<file path="src/rtl/eeld_pkg.sv">
package eeld_pkg;

    typedef enum logic [3:0] {
        ST_IDLE,
        ST_REQ,
        ST_FETCH,
        ST_RD_SETUP,
        ST_RD_STROBE,
        ST_RD_CAP,
        ST_COMPARE,
        ST_WR_SETUP,
        ST_WR_STROBE,
        ST_WR_HOLD,
        ST_WAIT,
        ST_NEXT,
        ST_RELEASE
    } ldr_state_t;

    typedef struct packed {
        logic req_n;
        logic addr_oe;
        logic data_oe;
        logic ctl_oe;
        logic mreq_n;
        logic rd_n;
        logic wr_n;
        logic src_ready;
    } bus_ctl_t;

endpackage

</file>
<file path="src/rtl/eeld_range_check.sv">
module eeld_range_check #(
    parameter int ADDR_W    = 16,
    parameter int ROM_BYTES = 16384
) (
    input  logic [ADDR_W-1:0] start,
    input  logic [ADDR_W-1:0] len,
    output logic              ok
);
    localparam int SUM_W = ADDR_W + 2;
    localparam logic [SUM_W-1:0] LIMIT = SUM_W'(ROM_BYTES);

    logic [SUM_W-1:0] span_end;

    always_comb begin
        span_end = {2'b00, start} + {2'b00, len};
        ok       = (len != '0) && (span_end <= LIMIT);
    end
endmodule

</file>
<file path="src/rtl/eeld_wait_timer.sv">
module eeld_wait_timer #(
    parameter int WAIT_CYCLES = 500000
) (
    input  logic clk,
    input  logic rst_n,
    input  logic load,
    input  logic tick,
    output logic expired
);
    localparam int CW = (WAIT_CYCLES < 2) ? 1 : $clog2(WAIT_CYCLES + 1);
    localparam logic [CW-1:0] RELOAD = CW'(WAIT_CYCLES - 1);

    logic [CW-1:0] cnt;

    always_ff @(posedge clk or negedge rst_n) begin
        if (!rst_n) begin
            cnt <= '0;
        end else if (load) begin
            cnt <= RELOAD;
        end else if (tick && cnt != '0) begin
            cnt <= cnt - 1'b1;
        end
    end

    assign expired = (cnt == '0);
endmodule

</file>
<file path="src/rtl/eeld_tally.sv">
module eeld_tally #(
    parameter int CNT_W = 16
) (
    input  logic             clk,
    input  logic             rst_n,
    input  logic             clr,
    input  logic             inc_wr,
    input  logic             inc_skip,
    output logic [CNT_W-1:0] wr_count,
    output logic [CNT_W-1:0] skip_count
);
    always_ff @(posedge clk or negedge rst_n) begin
        if (!rst_n) begin
            wr_count   <= '0;
            skip_count <= '0;
        end else if (clr) begin
            wr_count   <= '0;
            skip_count <= '0;
        end else begin
            if (inc_wr)   wr_count   <= wr_count + 1'b1;
            if (inc_skip) skip_count <= skip_count + 1'b1;
        end
    end
endmodule

</file>
<file path="src/rtl/eeld_bus_drive.sv">
module eeld_bus_drive
    import eeld_pkg::*;
(
    input  ldr_state_t state,
    output bus_ctl_t   ctl
);
    // Output decode: one Moore output set per state.
    always_comb begin
        ctl = '{req_n: 1'b1, addr_oe: 1'b0, data_oe: 1'b0, ctl_oe: 1'b0,
                mreq_n: 1'b1, rd_n: 1'b1, wr_n: 1'b1, src_ready: 1'b0};
        unique case (state)
            ST_IDLE: ;
            ST_REQ, ST_RELEASE: begin
                ctl.req_n = 1'b0;
            end
            ST_FETCH: begin
                ctl.req_n     = 1'b0;
                ctl.addr_oe   = 1'b1;
                ctl.ctl_oe    = 1'b1;
                ctl.src_ready = 1'b1;
            end
            ST_RD_SETUP, ST_COMPARE, ST_WAIT, ST_NEXT: begin
                ctl.req_n   = 1'b0;
                ctl.addr_oe = 1'b1;
                ctl.ctl_oe  = 1'b1;
            end
            ST_RD_STROBE, ST_RD_CAP: begin
                ctl.req_n   = 1'b0;
                ctl.addr_oe = 1'b1;
                ctl.ctl_oe  = 1'b1;
                ctl.mreq_n  = 1'b0;
                ctl.rd_n    = 1'b0;
            end
            ST_WR_SETUP, ST_WR_HOLD: begin
                ctl.req_n   = 1'b0;
                ctl.addr_oe = 1'b1;
                ctl.ctl_oe  = 1'b1;
                ctl.data_oe = 1'b1;
            end
            ST_WR_STROBE: begin
                ctl.req_n   = 1'b0;
                ctl.addr_oe = 1'b1;
                ctl.ctl_oe  = 1'b1;
                ctl.data_oe = 1'b1;
                ctl.mreq_n  = 1'b0;
                ctl.wr_n    = 1'b0;
            end
            default: ;
        endcase
    end
endmodule

</file>
<file path="src/rtl/eeprom_loader.sv">
module eeprom_loader
    import eeld_pkg::*;
#(
    parameter int ADDR_W            = 16,
    parameter int ROM_BYTES         = 16384,
    parameter int WRITE_WAIT_CYCLES = 500000
) (
    input  logic              clk,
    input  logic              rst_n,
    input  logic              cmd_valid,
    input  logic [ADDR_W-1:0] cmd_start,
    input  logic [ADDR_W-1:0] cmd_len,
    input  logic              src_valid,
    input  logic [7:0]        src_data,
    output logic              src_ready,
    output logic              bus_req_n,
    input  logic              bus_ack_n,
    output logic [ADDR_W-1:0] addr_o,
    output logic              addr_oe,
    output logic [7:0]        data_o,
    input  logic [7:0]        data_i,
    output logic              data_oe,
    output logic              ctl_oe,
    output logic              mreq_n,
    output logic              rd_n,
    output logic              wr_n,
    output logic              done,
    output logic              err_range,
    output logic [ADDR_W-1:0] wr_count,
    output logic [ADDR_W-1:0] skip_count
);
    localparam logic [ADDR_W-1:0] ONE = ADDR_W'(1);

    ldr_state_t        state, state_nx;
    bus_ctl_t          ctl;
    logic [ADDR_W-1:0] cur_addr;
    logic [ADDR_W-1:0] remain;
    logic [7:0]        new_byte;
    logic [7:0]        old_byte;
    logic              done_r;
    logic              err_r;
    logic              range_ok;
    logic              wait_over;
    logic              take_cmd;
    logic              bytes_match;

    eeld_range_check #(.ADDR_W(ADDR_W), .ROM_BYTES(ROM_BYTES)) u_range (
        .start (cmd_start),
        .len   (cmd_len),
        .ok    (range_ok)
    );

    eeld_wait_timer #(.WAIT_CYCLES(WRITE_WAIT_CYCLES)) u_timer (
        .clk     (clk),
        .rst_n   (rst_n),
        .load    (state == ST_WR_HOLD),
        .tick    (state == ST_WAIT),
        .expired (wait_over)
    );

    eeld_tally #(.CNT_W(ADDR_W)) u_tally (
        .clk        (clk),
        .rst_n      (rst_n),
        .clr        (take_cmd && range_ok),
        .inc_wr     (state == ST_WR_HOLD),
        .inc_skip   (state == ST_COMPARE && bytes_match),
        .wr_count   (wr_count),
        .skip_count (skip_count)
    );

    eeld_bus_drive u_drive (
        .state (state),
        .ctl   (ctl)
    );

    assign take_cmd    = (state == ST_IDLE) && cmd_valid;
    assign bytes_match = (old_byte == new_byte);

    // State register
    always_ff @(posedge clk or negedge rst_n) begin
        if (!rst_n) state <= ST_IDLE;
        else        state <= state_nx;
    end

    // Next-state decode
    always_comb begin
        state_nx = state;
        unique case (state)
            ST_IDLE:      if (cmd_valid && range_ok) state_nx = ST_REQ;
            ST_REQ:       if (!bus_ack_n) state_nx = ST_FETCH;
            ST_FETCH:     if (src_valid) state_nx = ST_RD_SETUP;
            ST_RD_SETUP:  state_nx = ST_RD_STROBE;
            ST_RD_STROBE: state_nx = ST_RD_CAP;
            ST_RD_CAP:    state_nx = ST_COMPARE;
            ST_COMPARE:   state_nx = bytes_match ? ST_NEXT : ST_WR_SETUP;
            ST_WR_SETUP:  state_nx = ST_WR_STROBE;
            ST_WR_STROBE: state_nx = ST_WR_HOLD;
            ST_WR_HOLD:   state_nx = ST_WAIT;
            ST_WAIT:      if (wait_over) state_nx = ST_NEXT;
            ST_NEXT:      state_nx = (remain == ONE) ? ST_RELEASE : ST_FETCH;
            ST_RELEASE:   state_nx = ST_IDLE;
            default:      state_nx = ST_IDLE;
        endcase
    end

    // Job datapath
    always_ff @(posedge clk or negedge rst_n) begin
        if (!rst_n) begin
            cur_addr <= '0;
            remain   <= '0;
            new_byte <= '0;
            old_byte <= '0;
            done_r   <= 1'b0;
            err_r    <= 1'b0;
        end else begin
            if (take_cmd) begin
                done_r <= 1'b0;
                err_r  <= !range_ok;
                if (range_ok) begin
                    cur_addr <= cmd_start;
                    remain   <= cmd_len;
                end
            end
            if (state == ST_FETCH && src_valid) new_byte <= src_data;
            if (state == ST_RD_CAP)             old_byte <= data_i;
            if (state == ST_NEXT && remain != ONE) begin
                cur_addr <= cur_addr + ONE;
                remain   <= remain - ONE;
            end
            if (state == ST_RELEASE) done_r <= 1'b1;
        end
    end

    assign bus_req_n = ctl.req_n;
    assign addr_oe   = ctl.addr_oe;
    assign data_oe   = ctl.data_oe;
    assign ctl_oe    = ctl.ctl_oe;
    assign mreq_n    = ctl.mreq_n;
    assign rd_n      = ctl.rd_n;
    assign wr_n      = ctl.wr_n;
    assign src_ready = ctl.src_ready;
    assign addr_o    = cur_addr;
    assign data_o    = new_byte;
    assign done      = done_r;
    assign err_range = err_r;
endmodule

</file>
<file path="config.mk">
export PLATFORM = sky130hd
export DESIGN_NAME = eeprom_loader
export DESIGN_NICKNAME = d
export VERILOG_FILES = /design/src/rtl/eeld_pkg.sv /design/src/rtl/eeld_range_check.sv /design/src/rtl/eeld_wait_timer.sv /design/src/rtl/eeld_tally.sv /design/src/rtl/eeld_bus_drive.sv /design/src/rtl/eeprom_loader.sv
export SDC_FILE = /design/constraint.sdc
export NUM_CORES = 1
export LEC_CHECK = 0
export BUFFER_PORTS_ARGS = -buffer_cell sky130_fd_sc_hd__buf_2
export CAP_MARGIN = 20
export CORE_MARGIN = 5
export CORE_UTILIZATION = 30
export CTS_CLUSTER_DIAMETER = 200
export CTS_CLUSTER_SIZE = 14
export DETAILED_ROUTE_END_ITERATION = 8
export HOLD_SLACK_MARGIN = 0.1
export PLACE_DENSITY = 0.57
export SYNTH_ARGS = -nofsm -noshare
export SYNTH_HDL_FRONTEND = slang
export SYNTH_HIERARCHICAL = 1
export SYNTH_SLANG_ARGS = --single-unit
</file>
<file path="constraint.sdc">
create_clock -name clk -period 3.7 [get_ports clk]
set_input_delay 1.11 -clock clk [delete_from_list [all_inputs] [get_ports clk]]
set_output_delay 1.11 -clock clk [all_outputs]
set_load 0.01 [all_outputs]
</file>
==> impl_results.md, run 1 <==
* Sinks on Clock Net at 105
* MaxCap Viol Count at 0
* Multi-input gate area at 0.00399 mm^2
* IO Count at 119
* Critical path arrival at 4.27 ns
* Worst Skew at 0.0151 ns
* Peak supply drop at 0.288 mV
* DR vias/cell at 5.24
* CP max FO at 7
* Crit path top cell by count: buf_6
* Wire length per cell at 15.9 um
* Grt total ovfl at 0
* Antenna violations before repair at 0
* Setup TNS at -13.49 ns
* Routed WL at 19100 um
* Die ar. at 0.0256 mm^2
* H-tree depth at 3
* Achievable frequency at 250 MHz
* Inserted Clock Buffers at 9
* CTS Buffer Depth at 2
* Synth top cells by count: dfrtp_1 (105), nor2_1 (71), nand2_1 (54)
* Synth area leader: dfrtp_1
* Status: finished, violations left
* Fraction of layout cells with a size suffix above 1 at 32.0%
* Placed cell area at 0.00820 mm^2
* Reg clk slew, reported paths at 0.08 ns
* Fin crit period at 4.01 ns
* Cells after Synth at 722
* Failing checks: negative setup slack
* Post-layout instance count excluding filler cells at 1202
* RSZ-0062 raised after global routing: yes
* Reg area at 0.00263 mm^2
* Critical path class: in2reg
* Max incr delay on CP at 0.37 ns
* Slew Limit Fails at 0
* Main flop type after synthesis: dfrtp_1
* Die height at 160 um
* CTS tree: done
* Post-synth net total at 798
* Post-route ant nets at 0
* GPL Wtd Cong at 0.853
* Slowest CP cell: fa_2
* Post-synth top area share at 38.9%
* Initial Util at 30.1%
* Die width at 160 um
* Number of global-route vias before repair at 6200
* Dpl cells at 1177
* Dpl ws at -0.769 ns
* Area of the mapped netlist at 0.00675 mm^2
* Ys async rst share at 100%
* Fillers at 2278
* CP Buf/Inv Count at 3
* First-pass GRT wire length at 31500 um
* Layout Nets at 988
* Sequential share of the synthesized area at 38.9%
* DP HPWL at 14600 um
* Fin area at 0.00872 mm^2
* Crit path launch type: input port
* Final setup viols at 65
* Crit. End Element: flip-flop
* Delay-heaviest family, CP: compound AO/OA/AOI/OAI gates
* Number of flops mapped to enable cells by yosys at 0
* Skew-Pair Late Insertion Delay at 0.36 ns
* Largest net degree at the start of global routing at 42
* Distinct cell type count after synthesis at 90
* Period Utilization, post-route at 108%
* Pleak at 3.63 nW
* Worst path cell trace: buf_8 > ha_4 > fa_2 > a211oi_4 > o21ai_2 > or3_1 > a32o_2 > nor3_4 > a32oi_2 > o32ai_4 > nand4_1 > buf_6 > buf_6 > o21ai_4 > a21oi_2 > a311oi_2
* CP required at 3.96 ns
* IO Port Bufs at 118
* Worst-margin pin slew at 0.713 ns
* Core area at 0.0224 mm^2
* Synth Register Bits at 105
* Pre-antenna DRT Iters at 5
* Clk root buf: clkbuf_16
* YS warnings at 6
* Count of hold-fix buffers inserted at cts at 0
* Final hold vios at 0
* Tightest Hold Check Type: reg2reg
* Avg Inst Size Synth at 9.35 um^2
* Global Route Usage Sum at 14.9%
* Largest cells by area after synthesis: dfrtp_1 (39%), ha_1 (4.1%), nor2_1 (3.9%)
* Area Overhead vs Synth at 29.0%
* Most common cell in the netlist: dfrtp_1
* DRC viols at 0
* Setup ws final at -0.306 ns
* Rows at 55
* PD cells at 670 mW/mm^2
* ANT cells at 0
* Vias after detailed routing at 6297
* Slew headroom at 52.3%
* DRC marker count from the first detailed-route iteration at 328
[cells by family (layout without fill, tap and decap cells)]
kind of cell	count (synthesis)	in the layout	share of synthesized area, %
compound gates	159	159	16.9
fa+ha+maj	23	23	4.37
simple gates	319	319	26.5
mux	34	34	5.48
flops	105	105	38.9
xor+xnor	35	35	4.54
buf+inv	47	242	3.37
[final cells by class]
cell class / count / area share (%)
flip-flops and latches: 105 / 30.1
repair buffers: 203 / 15.3
multi-input cells: 570 / 45.8
inverters: 23 / 1.02
clock inverters: 7 / 1.08
well taps: 285 / 4.09
clock buffers: 9 / 2.58
[per-stage QoR]
stage / util, % / hold slack (ns) / power [mW]
2_1_floorplan: - / 0.468 / 3.87
3_3_place_gp: 36.6 / 0.491 / 4.75
3_5_place_dp: 36.6 / 0.491 / 4.80
4_1_cts: 38.5 / 0.517 / 5.89
5_1_grt: 38.9 / 0.549 / 6.33
6_report: 38.9 / 0.520 / 5.84
[what timing repair did]
action                                  4_1_cts  5_1_grt
pin swaps                                    11       10
resized for setup                            22       13
setup buffers                                 6        3
gates cloned                                  1        0
endpoints found under the setup margin       65       65
[state kept, by name, indices dropped and copies added (netlist names)]
register	count
done	1
err_range	1
data_o	8
u_timer/cnt	19
u_tally/wr_count	16
addr_o	16
state	4
old_byte	8
remain	16
u_tally/skip_count	16
[final timing paths]
kind                                 startpoint                   end  slack, ns  depth (start not counted)
max in group asynchronous                 rst_n             data_o[1]       2.20                          2
worst min-delay path            u_timer/cnt[18]       u_timer/cnt[18]       0.52                          2
worst max-delay path               cmd_start[0]             remain[8]      -0.31                         16
worst min register to register  u_timer/cnt[18]       u_timer/cnt[18]       0.52                          2
min in group asynchronous                 rst_n       u_timer/cnt[17]       0.69                          1
worst max register to register         state[3]  u_tally/wr_count[14]       1.14                          7
[routing by layer]
metal / GRT usage, % / up-vias / routed length (um)
met5: 0 / - / 0
met3: 3.43 / 32 / 885
met4: 4.38 / 0 / 446
li1: - / 3083 / -
met2: 24.6 / 155 / 9030
met1: 19.5 / 3027 / 8720
[report_power, final]
part	total (mW)	switching [mW]	internal, mW	leakage (nW)
clock	1.03	0.486	0.546	0.153
sequential	2.45	0.752	1.70	1.23
combinational	2.36	1.20	1.16	2.25
total	5.84	2.43	3.41	3.63
[placed cells by master, fill, tap and decap left out, drive strengths merged, types with 4 or more instances in the layout]
cell    count
or4         6
xor2       11
o21ai      28
clkbuf      9
inv        27
xnor2      24
and3       11
nand4      26
mux2       21
o21a       10
ha         22
o311ai      5
a31oi       6
nand2b     10
nand2      55
a21oi      42
buf       203
nor4       22
a311oi      6
nand3      35
nor3b       4
nor2b      15
o211ai     15
nor3       20
and2        5
or3        16
dfrtp     105
or2         4
mux2i      13
nor2       74
and4        8
o31ai       8
a211oi      8
[worst min-delay path, cell delays in order, from the launching register on]
cell and delay (ns):
dfrtp_1 0.36, o31ai_1 0.07, nand2_1 0.06
Power figures use the tool's default switching activity.
==> run 2, diff against run 1 <==
--- a/config.mk
+++ b/config.mk
@@ -9,6 +9,7 @@
 export CAP_MARGIN = 20
 export CORE_MARGIN = 5
 export CORE_UTILIZATION = 30
+export CTS_BUF_LIST = sky130_fd_sc_hd__clkbuf_2 sky130_fd_sc_hd__clkbuf_4 sky130_fd_sc_hd__clkbuf_8
 export CTS_CLUSTER_DIAMETER = 200
 export CTS_CLUSTER_SIZE = 14
 export DETAILED_ROUTE_END_ITERATION = 8
==> run 2 against run 1 <==
The flow still finishes with violations (negative setup slack); final cell count unchanged; sequential cell count stayed put; critical path depth increased by 1; final area is 0.36% lower; first-iteration DRC count fell by 5.2%; via count is 0.30% lower; clock skew grew 0.011 ns; die area is the same; highest routed layer unchanged.
==> impl_results.md, run 2 (synthesis results as in run 1) <==
* Status: finished, violations left
* Failing checks: negative setup slack
* Fin crit period at 3.96 ns (-0.0503 ns)
* Fraction of layout cells with a size suffix above 1 at 32.8% (+0.87 points)
* Layout Nets at 988 (unchanged)
* Period Utilization, post-route at 107% (-1.4 points)
* Largest register FFs at 19 (unchanged)
* ANT cells at 0 (unchanged)
* Fin util at 38.7% (-0.14 points)
* Layer with the highest usage: met2
* Post-route ant nets at 0 (unchanged)
* Number of global-route vias before repair at 6210 (+0.16%)
* H-tree depth at 3 (unchanged)
* Clk pwr share at 14.2% (-3.5 points)
* Setup ws final at -0.255 ns (+0.0503 ns)
* Worst-margin pin slew at 0.711 ns (-0.00159 ns)
* Worst Skew at 0.0261 ns (+0.0110 ns)
* CTS tree: done
* Largest net degree at the start of global routing at 42 (unchanged)
* Sinks on Clock Net at 105 (unchanged)
* Clk root buf: clkbuf_8
* Reg clk slew, reported paths at 0.11 ns (+0.03 ns)
* Delay-heaviest family, CP: compound AO/OA/AOI/OAI gates
* M1 GR Usage at 19.6% (+0.17 points)
* Post-layout instance count excluding filler cells at 1202 (unchanged)
* Final hold vios at 0 (unchanged)
* Antenna violations before repair at 0 (unchanged)
* DRC viols at 0 (unchanged)
* Dpl ws at -0.769 ns (unchanged)
* CP Buf/Inv Count at 4 (+1)
* DR vias/cell at 5.22 (-0.30%)
* Die ar. at 0.0256 mm^2 (unchanged)
* Slowest CP cell: fa_2
* GPL Wtd Cong at 0.853 (unchanged)
* Global Route Usage Sum at 14.9% (+0.047 points)
* CTS Buffer Depth at 2 (unchanged)
* Peak supply drop at 0.292 mV (+1.3%)
* Core area at 0.0224 mm^2 (unchanged)
* Critical path class: in2reg
* Setup TNS at -10.24 ns (+3.25 ns)
* Switching share of total power at 43.1% (+1.4 points)
* GR Util met3 at 3.05% (-0.39 points)
* Pre-antenna DRT Iters at 4 (-1)
* RSZ-0062 raised after global routing: yes
* IO Port Bufs at 118 (unchanged)
* Critical path arrival at 4.29 ns (+0.02 ns)
* Initial Util at 30.1% (unchanged)
* Dpl cells at 1177 (unchanged)
* Rows at 55 (unchanged)
* Flop pwr share at 43.6% (+1.6 points)
* Inserted Clock Buffers at 9 (unchanged)
* First-pass GRT wire length at 31700 um (+0.48%)
* Final setup viols at 65 (unchanged)
* Pleak at 3.61 nW (-0.73%)
* MaxCap Viol Count at 0 (unchanged)
* PD cells at 646 mW/mm^2 (-3.5%)
* Grt total ovfl at 0 (unchanged)
* Die width at 160 um (unchanged)
* Crit. End Element: flip-flop
* Worst path cell trace: buf_8 > ha_4 > fa_2 > a211oi_4 > o21ai_2 > or3_1 > a32o_2 > nor3_4 > a32oi_2 > o32ai_4 > nand4_1 > buf_6 > inv_6 > buf_12 > a21oi_4 > a21oi_2 > o221a_1
* Commonest non-fill, non-tap cell in the layout: buf_2
* Achievable frequency at 253 MHz (+1.3%)
* Area Overhead vs Synth at 28.6%
* Net load switching power at 2.42 mW (-0.66%)
* Slew headroom at 52.4% (+0.11 points)
* CP required at 4.04 ns (+0.08 ns)
* Die height at 160 um (unchanged)
* CP max FO at 6 (-1)
* Internal power at 3.20 mW (-6.2%)
* Skew-Pair Late Insertion Delay at 0.40 ns (+0.04 ns)
* IO Count at 119 (unchanged)
* Tightest Hold Check Type: reg2reg
* Vias after detailed routing at 6278 (-0.30%)
* Count of hold-fix buffers inserted at cts at 0 (unchanged)
* DP HPWL at 14600 um (unchanged)
* Routed WL at 19300 um (+0.85%)
* DRC marker count from the first detailed-route iteration at 311 (-5.2%)
* Max incr delay on CP at 0.37 ns (about the same)
* Most frequent cells in the layout: buf_2 (115), dfrtp_1 (105), buf_4 (74)
* Met2 GRT Util at 24.7% (+0.12 points)
* Crit path launch type: input port
* Comb power frac at 42.2% (+1.8 points)
* Biggest register: u_timer/cnt
* Wire length per cell at 16.0 um (+0.85%)
* Slew Limit Fails at 0 (unchanged)
## run 2: cell count changes in the layout (fill, tap and decap cells not counted), sizes merged
cell,delta
buf,-1
bufbuf,+1
## run 2: power groups by stage
stage	registers (mW)	clock network (mW)	logic, mW
after CTS	2.45	0.834	2.38
final	2.45	0.794	2.37
after global placement	2.45	0	2.30
after detailed placement	2.46	0	2.33
after global routing	2.57	0.872	2.65
after floorplan	2.42	0	1.45
## run 2: final cells by class
cell class / count / area [um^2]
Timing Repair Buffer: 203 / 1380
Inverter: 23 / 91.3
Fill cell: 2273 / 13700
Clock inverter: 7 / 93.8
Multi-Input combinational cell: 570 / 4020
Tap cell: 285 / 357
Sequential cell: 105 / 2630
Clock buffer: 9 / 124
## run 2: worst reg2reg max path: cells and delay by family (launching register included)
family | cells | cell delay [ns]
buf+inv | 1 | 0.34
flops | 1 | 0.68
xor+xnor | 1 | 0.17
simple gates | 5 | 1.29
## run 2: repair_timing
action | 4_1_cts | 5_1_grt
buffers inserted | 5 | 2
cloned | 2 | 0
gates resized for setup | 35 | 11
pin swaps | 22 | 9
endpoints found under the setup margin | 65 | 65
## run 2: per-layer routing
layer | vias to the layer above | wire [um]
li1 | 3076 | -
met1 | 3022 | 8760
met2 | 151 | 9210
met3 | 29 | 832
met4 | 0 | 446
met5 | - | 0
## run 2: path summary, 6_finish.rpt
check                                start                   end  slack (ns)  cells after the start
max                           cmd_start[0]             addr_o[4]       -0.26                     17
min                        u_timer/cnt[18]       u_timer/cnt[18]        0.52                      2
max reg2reg                       state[3]  u_tally/wr_count[14]        1.13                      7
min reg2reg                u_timer/cnt[18]       u_timer/cnt[18]        0.52                      2
max in group asynchronous            rst_n             data_o[2]        2.24                      2
min in group asynchronous            rst_n   u_tally/wr_count[8]        0.64                      1
## run 2: metrics by stage
stage / cell area [um^2] / power (mW) / hold WS [ns]
3_3_place_gp: 8200 / 4.75 / 0.491
6_report: 8680 / 5.61 / 0.524
4_1_cts: 8620 / 5.66 / 0.526
5_1_grt: 8680 / 6.09 / 0.557
3_5_place_dp: 8200 / 4.80 / 0.491
2_1_floorplan: 6820 / 3.87 / 0.468
